--- src/rtl/byp_array_mult.sv ---
module byp_array_mult #(
  parameter int W = 8
) (
  input  logic                     clk,
  input  logic                     rst_n,
  input  logic                     valid_in,
  input  logic [W-1:0]             a_in,
  input  logic [W-1:0]             b_in,
  output logic [2*W-1:0]           product,
  output logic                     valid_out,
  output logic [(W-1)*(W-1)-1:0]   bypass_map
);
  localparam int NC = (W-1)*(W-1);
  localparam int PW = 2*W;

  logic [W*W-1:0]     pp;
  logic [W*W-1:0]     s;
  logic [W*(W-1)-1:0] c;
  logic [NC-1:0]      byp;
  logic [W-1:0]       rc;
  logic [PW-1:0]      prod_c;

  genvar i, j;
  generate
    for (j = 0; j < W; j++) begin : g_pp_row
      for (i = 0; i < W; i++) begin : g_pp_col
        assign pp[j*W+i] = a_in[i] & b_in[j];
      end
    end

    for (i = 0; i < W; i++) begin : g_row0
      assign s[i] = pp[i];
    end
    assign c[W-2:0] = '0;

    for (j = 1; j < W; j++) begin : g_row
      for (i = 0; i < W-1; i++) begin : g_cell
        logic x, y, z, act;
        assign act = pp[j*W+i] | c[(j-1)*(W-1)+i];
        assign x   = act & pp[j*W+i];
        assign z   = act & c[(j-1)*(W-1)+i];
        assign y   = s[(j-1)*W+i+1];
        assign byp[(j-1)*(W-1)+i] = ~act;
        assign s[j*W+i]     = act ? (x ^ y ^ z) : y;
        assign c[j*(W-1)+i] = act & ((x & y) | (x & z) | (y & z));
      end
      assign s[j*W+W-1] = pp[j*W+W-1];
    end

    for (j = 0; j < W; j++) begin : g_lo
      assign prod_c[j] = s[j*W];
    end

    assign rc[0] = 1'b0;
    for (i = 0; i < W-1; i++) begin : g_rca
      logic x, z;
      assign x = s[(W-1)*W+i+1];
      assign z = c[(W-1)*(W-1)+i];
      assign prod_c[W+i] = x ^ z ^ rc[i];
      assign rc[i+1]     = (x & z) | (x & rc[i]) | (z & rc[i]);
    end
    assign prod_c[PW-1] = rc[W-1];
  endgenerate

  always_ff @(posedge clk or negedge rst_n) begin
    if (!rst_n) begin
      product    <= '0;
      valid_out  <= 1'b0;
      bypass_map <= '0;
    end else begin
      valid_out <= valid_in;
      if (valid_in) begin
        product    <= prod_c;
        bypass_map <= byp;
      end
    end
  end
endmodule

--- config.mk ---
export PLATFORM = sky130hd
export DESIGN_NAME = byp_array_mult
export DESIGN_NICKNAME = d
export VERILOG_FILES = /design/src/rtl/byp_array_mult.sv
export SDC_FILE = /design/constraint.sdc
export NUM_CORES = 1
export LEC_CHECK = 0
export BUFFER_PORTS_ARGS = -buffer_cell sky130_fd_sc_hd__buf_2
export CORE_MARGIN = 10
export CORE_UTILIZATION = 35
export DETAILED_ROUTE_END_ITERATION = 16
export GPL_TIMING_DRIVEN = 0
export PLACE_DENSITY = 0.54
export SYNTH_ARGS = -nofsm -noshare
export SYNTH_HDL_FRONTEND = slang
export SYNTH_SLANG_ARGS = --single-unit
--- constraint.sdc ---
create_clock -name clk -period 1.4 [get_ports clk]
set_clock_uncertainty 0.15 [all_clocks]
set_input_delay 0.28 -clock clk [delete_from_list [all_inputs] [get_ports clk]]
set_output_delay 0.28 -clock clk [all_outputs]
set_load 0.02 [all_outputs]
==> results.ini, run 1 <==
[sta]
tightest_slew_ns=0.782
timing.final.crit_share_pct=433
rsz0062_at_grt=yes
setup_violations=64
worst_slack_ns=-4.66
min_period_ns=6.06
slew_headroom_pct=47.9
finalMaxSlewViolations=0
fmax_mhz=165
hold_viol_final=0

[synth]
synth_cell_types=43
synthesis.area_sq_um=4300
synth_top_area_cell=dfrtp_1
synthArstFlopShare_pct=100
synth_seq_area_share_pct=38.4
synthCells=407
synth.ff_latch_count=66
yosys_warnings=0
synth_nets=483
synth-edff-count=0
synth_area_leaders=dfrtp_1, fa_1, and2_1
yosysTopAreaCellShare_pct=38.4
avgSynthCellArea_sq_um=10.6
yosys_most_used_dff=dfrtp_1

[drt]
dr.pass1.iters=4
routed_wl_um=12400
routedWlPerCell_um=18.3
drc_errors=0
vias_per_cell=5.06
antenna_left=0
vias=3425
drt_iter0_drc=148

[clock_network]
cts_buffers=9
cts_tree=done
clk_latency_ns=0.34
clkTransAtPathRegs_ns=0.05
clkSinkCount=66
cts-root-buf=clkbuf_16
clock_path_buffers=2
htreeDepth=3

[hold_path]
hold_depth=3
hold_path.class=primary input to flop

[die]
num_rows=40
io_pins=85
fp.dieH_um=131
core_area_sq_um=12000
initial_core_util_pct=35.8
die_w_um=131
die-area_sq_um=17100

[critical_path]
start_kind=primary input
critPathRequiredTime_ns=1.46
cp_num_buf_inv=3
cp_slowest_cell=fa_2
reg2reg_depth=2
critPathKind=primary input to flop
cp-end-kind=flop
critPathMaxFanout=4
critical-path-max-stage-delay_ns=0.59
critPathTopFamily=adder cells
crit_cells=20
crit_top_cell=fa_2
crit_arrival_ns=6.12
crit_chain=buf_6, buf_8, and2_4, ha_4, a211oi_4, a21oi_2, fa_2, fa_2, fa_2, fa_2, fa_1, ha_4, fa_2, inv_2, fa_2, fa_2, fa_2, fa_2, fa_2, o21ai_1

[final_layout]
antenna_cells=0
finalInstanceArea_sq_um=6030
seqCellArea_sq_um=1650
final.fill_count=1108
final_util_pct=50.2
multiInputGateArea_sq_um=2960
nets=601
area_growth_pct=40.3
layout-drive-gt1-share_pct=49.6

[run_status]
outcome=finished, violations left
violations=setup timing

[place]
placed_area_sq_um=5200
hpwl_um=9320
gp_congestion=0.769
port-buffer-count=83

[grt]
grt_usage_pct=15.8
grt_antenna_before_repair=0
grt_pass1_wl_um=20700
grt_max_degree=67
overflow=0
grt_pass1_vias=3884

[power]
leakage_nw=2.66
irDropWorstVdd_mv=0.478
power.density_cell_area_nw_per_um2=1350

[run]
maxCapViolations=0

[worst min-delay path: cells and delay by family]
family / cells / cell delay [ns]
AO/OA/AOI/OAI: 1 / 0.07
buffers and inverters: 1 / 0.11
AND/OR/NAND/NOR: 1 / 0.07
[state kept, by name (all words and copies together) (netlist names)]
signal and count:
valid_out 1, product 16, bypass_map 49
[power breakdown]
group	switching, mW	leakage (nW)	total (mW)	internal, mW
sequential	0.193	0.767	2.46	2.27
combinational	1.90	1.74	3.44	1.53
clock	0.829	0.152	2.27	1.44
[worst paths after layout]
kind                            slack (ns)        endpoint      startpoint
min in group asynchronous             0.36      product[1]           rst_n
worst min register to register        0.32     product[15]     product[15]
worst max-delay path                 -4.66     product[14]         a_in[6]
worst min-delay path                  0.09      product[0]         b_in[0]
worst max register to register        0.39  bypass_map[39]  bypass_map[39]
max in group asynchronous             0.28      product[9]           rst_n
[cells in the mapped netlist (all sizes together), types with 3 or more instances]
library cell	n
a21oi	14
a31o	6
a31oi	3
and2	46
buf	3
clkbuf	14
dfrtp	66
fa	41
ha	16
inv	32
mux2	8
nand2	60
nand3	8
nor2	16
nor2b	7
o21ai	23
o31ai	25
[cell usage in the layout, fill, tap and decap left out, types with 4 or more instances in the layout]
cell type | Yosys | layout
inv_2 | 1 | 13
clkbuf_1 | 14 | 8
clkbuf_2 | 0 | 4
ha_1 | 16 | 6
o21ai_1 | 0 | 8
buf_6 | 1 | 19
and2_4 | 0 | 16
fa_1 | 41 | 6
clkbuf_16 | 0 | 9
buf_4 | 1 | 10
ha_4 | 0 | 10
nor2_1 | 16 | 15
inv_1 | 31 | 19
o31ai_1 | 24 | 15
nor2b_1 | 7 | 6
o31ai_2 | 0 | 5
fa_2 | 0 | 35
nand3_2 | 0 | 6
and2_1 | 44 | 29
mux2_4 | 0 | 5
o31ai_4 | 1 | 5
buf_2 | 1 | 76
o21ai_2 | 1 | 7
clkbuf_8 | 0 | 5
dfrtp_1 | 66 | 66
a21oi_1 | 12 | 9
o21ai_0 | 22 | 7
nand2_1 | 60 | 58
[cell type report]
type / instances / area share [%]
tap: 147 / 3.05
timing repair buffer: 108 / 11.9
multi-input combinational: 292 / 49.0
inverter: 32 / 1.99
buffer: 16 / 1.66
clock inverter: 1 / 0.0830
sequential: 66 / 27.4
clock buffer: 15 / 4.94
[layer usage]
metal	track usage (%)	part of all wire (%)
met5	0	0
met2	26.3	49
met4	5.10	1.5
met1	19.4	42
met3	4.35	7.6
[metrics by stage]
| step | std cells | power, mW | TNS [ns] | hold WS, ns | worst slack, ns |
|---|---|---|---|---|---|
| 2_1_floorplan | 407 | 4.60 | -74.49 | -0.166 | -4.80 |
| 3_3_place_gp | 637 | 5.53 | -130.68 | 0.255 | -5.16 |
| 3_5_place_dp | 637 | 5.59 | -98.07 | 0.258 | -5.15 |
| 4_1_cts | 689 | 8.43 | -72.77 | 0.0803 | -4.68 |
| 5_1_grt | 677 | 8.84 | -76.58 | 0.127 | -4.80 |
| 6_report | 677 | 8.17 | -70.97 | 0.0855 | -4.66 |
[cells by family (layout without fill, tap and decap cells)]
logic type,Yosys count,after routing,synth area share [%]
compound gates,83,83,14.5
fa+ha+maj,57,57,23.8
buf+inv,49,172,4.57
flops,66,66,38.4
mux,10,10,2.56
simple gates,142,142,16.1
[repair_timing]
item,in CTS,in global routing
resized for setup,83,30
endpoints found under the setup margin,64,131
hold endpoints to repair,67,0
setup buffers,35,8
hold buffers,2,0
pin swaps,31,18
No activity file was read; power rests on OpenSTA's default activity.
==> run 2: changes to the inputs <==
==> constraint.sdc (replaced) <==
create_clock -name clk -period 7.6 [get_ports clk]
set_clock_uncertainty 0.15 [all_clocks]
set_input_delay 1.52 -clock clk [delete_from_list [all_inputs] [get_ports clk]]
set_output_delay 1.52 -clock clk [all_outputs]
set_load 0.02 [all_outputs]
==> results.ini, run 2 (synthesized netlist as in run 1, its figures left out) <==
[critical_path]
critPathRequiredTime_ns=7.65  ; was 1.46 ns
worst_r2r_endpoint=bypass_map[39]  ; unchanged
r2r_setup_slack_ns=6.59  ; was 0.39 ns
crit_arrival_ns=7.49  ; was 6.12 ns
r2r_start=bypass_map[39]  ; unchanged
cp-end-kind=flop  ; unchanged
critPathMaxFanout=8  ; was 4
reg2reg_depth=2  ; unchanged
start_kind=primary input  ; unchanged
critPathKind=primary input to flop  ; unchanged

[sta]
finalSetupTns_ns=0  ; was -70.97 ns
setup_violations=0  ; was 64
fmax_mhz=135
tightest_slew_ns=0.884  ; was 0.782 ns
whs_ns=0.327  ; was 0.0855 ns
min_period_ns=7.43
finalMaxSlewViolations=0  ; unchanged
slew_headroom_pct=41.0  ; was 47.9%
timing.final.crit_share_pct=97.8
worst_slack_ns=0.167  ; was -4.66 ns
hold_viol_final=0  ; unchanged

[hold_path]
hold_end=product[5]  ; was product[0]
worstHoldStart=product[5]  ; was b_in[0]
hold_path.class=flop to flop  ; was primary input to flop
hold_depth=2  ; was 3

[place]
dpl.cell_count=637  ; unchanged
hpwl_um=9510  ; was 9320 um
port-buffer-count=83  ; unchanged
pre_cts_ws_ns=-0.482  ; was -5.15 ns
gp_congestion=0.863  ; was 0.769
placed_area_sq_um=4910  ; was 5200 sq um

[clock_network]
htreeDepth=3  ; unchanged
clkTransAtPathRegs_ns=0.06  ; was 0.05 ns
cts-hold-fix-buffers=0  ; was 2
cts-root-buf=clkbuf_16  ; unchanged
cts_tree=done  ; unchanged
clkSinkCount=66  ; unchanged
clk_latency_ns=0.34  ; about the same
cts_buffers=9  ; unchanged
clock_path_buffers=2  ; unchanged

[final_layout]
finalInstanceArea_sq_um=5260  ; was 6030 sq um
final.fill_count=1223  ; was 1108
regMostFlops=bypass_map  ; unchanged
mostFrequentLayoutCells=buf_2, dfrtp_1, nand2_1, and2_1, inv_1  ; was buf_2, dfrtp_1, nand2_1, fa_2, and2_1
area_growth_pct=22.3  ; was 40.3%
fin_cells=652  ; was 677
final_util_pct=43.8  ; was 50.2%
layout-drive-gt1-share_pct=29.1  ; was 49.6%
layout_commonest_cell=buf_2  ; unchanged
largest_register_ffs=49  ; unchanged
largestRegisters=bypass_map: 49 flops, product: 16 flops, valid_out: 1 flops  ; unchanged
nets=576  ; was 601
antenna_cells=0  ; unchanged

[drt]
vias=3297  ; was 3425
routed_wl_um=12500  ; was 12400 um
dr.pass1.iters=5  ; was 4
drt_iter0_drc=141  ; was 148
drc_errors=0  ; unchanged
vias_per_cell=5.06  ; about the same
antenna_left=0  ; unchanged
routedWlPerCell_um=19.1  ; was 18.3 um

[die]
die_w_um=131  ; unchanged
initial_core_util_pct=35.8  ; unchanged
num_rows=40  ; unchanged
io_pins=85  ; unchanged
core_area_sq_um=12000  ; unchanged
fp.dieH_um=131  ; unchanged
die-area_sq_um=17100  ; unchanged

[power]
power.density_cell_area_nw_per_um2=266  ; was 1350 nW/um^2
leakage_nw=2.40  ; was 2.66 nW
irDropWorstVdd_mv=0.0832  ; was 0.478 mV
p_total_mw=1.40  ; was 8.17 mW

[run]
maxCapViolations=0  ; unchanged

[grt]
overflow=0  ; unchanged
grt_usage_pct=15.5  ; was 15.8%
grt_pass1_vias=3621  ; was 3884
grt_max_degree=67  ; unchanged
grt_antenna_before_repair=0  ; unchanged
grt_pass1_wl_um=19900  ; was 20700 um

[run_status]
outcome=completed  ; was finished, violations left

==> run 2: cell types whose count changed in the layout (fill, tap and decap cells not counted), moves of 11 or more <==
cell / previous run / this run
and2_1: 29 / 40
and2_4: 16 / 4
buf_6: 19 / 2
fa_1: 6 / 24
fa_2: 35 / 17
inv_1: 19 / 31
inv_2: 13 / 1
o21ai_0: 7 / 21
==> run 2: critical path, stage by stage <==
cell and delay [ns]:
clkbuf_4 0.15, and2_4 0.17, ha_4 0.24, fa_1 0.48
fa_2 0.60, fa_2 0.45, fa_2 0.55, inv_1 0.06
fa_1 0.49, fa_2 0.35, inv_1 0.06, ha_1 0.15
fa_2 0.19, inv_1 0.05, fa_2 0.33, fa_2 0.35
fa_2 0.36, fa_2 0.36, fa_1 0.52, o21ai_1 0.07
==> run 2: worst max-delay path by stage <==
stage / to / start / slack, ns / depth (start not counted)
after floorplan: product[14] / a_in[6] / 0.02 / 20
after global placement: product[14] / a_in[6] / -0.44 / 19
after detailed placement: product[14] / a_in[6] / -0.48 / 21
after CTS: product[14] / a_in[6] / 0.02 / 20
after global routing: product[14] / b_in[1] / -0.002 / 20
final: product[14] / b_in[0] / 0.17 / 20
==> run 2: final cells by class <==
class / count / area, sq um / share of cell area (%)
flip-flops and latches: 66 / 1650 / 31.4
well taps: 147 / 184 / 3.50
clock buffers: 14 / 274 / 5.21
inverters: 32 / 120 / 2.29
plain buffers: 15 / 63.8 / 1.21
multi-input cells: 292 / 2520 / 47.9
clock inverters: 2 / 10.0 / 0.190
repair buffers: 84 / 437 / 8.31
==> run 2: per-layer routing <==
layer,wire [um],up-vias,GRT usage (%)
li1,-,1545,-
met2,5890,88,24.9
met5,0,-,0
met1,5540,1643,19.6
met3,829,21,3.99
met4,208,0,6.08
==> run 2: report_power, final <==
group          switching [mW]  internal, mW
combinational           0.320         0.220
sequential             0.0349         0.418
clock                   0.158         0.247
total                   0.513         0.885
==> run 2: timing repair <==
item                                    in CTS  in global routing
gates resized for setup                     11                 15
buffers inserted                             0                  1
pin swaps                                   11                  9
endpoints found under the setup margin       2                  2
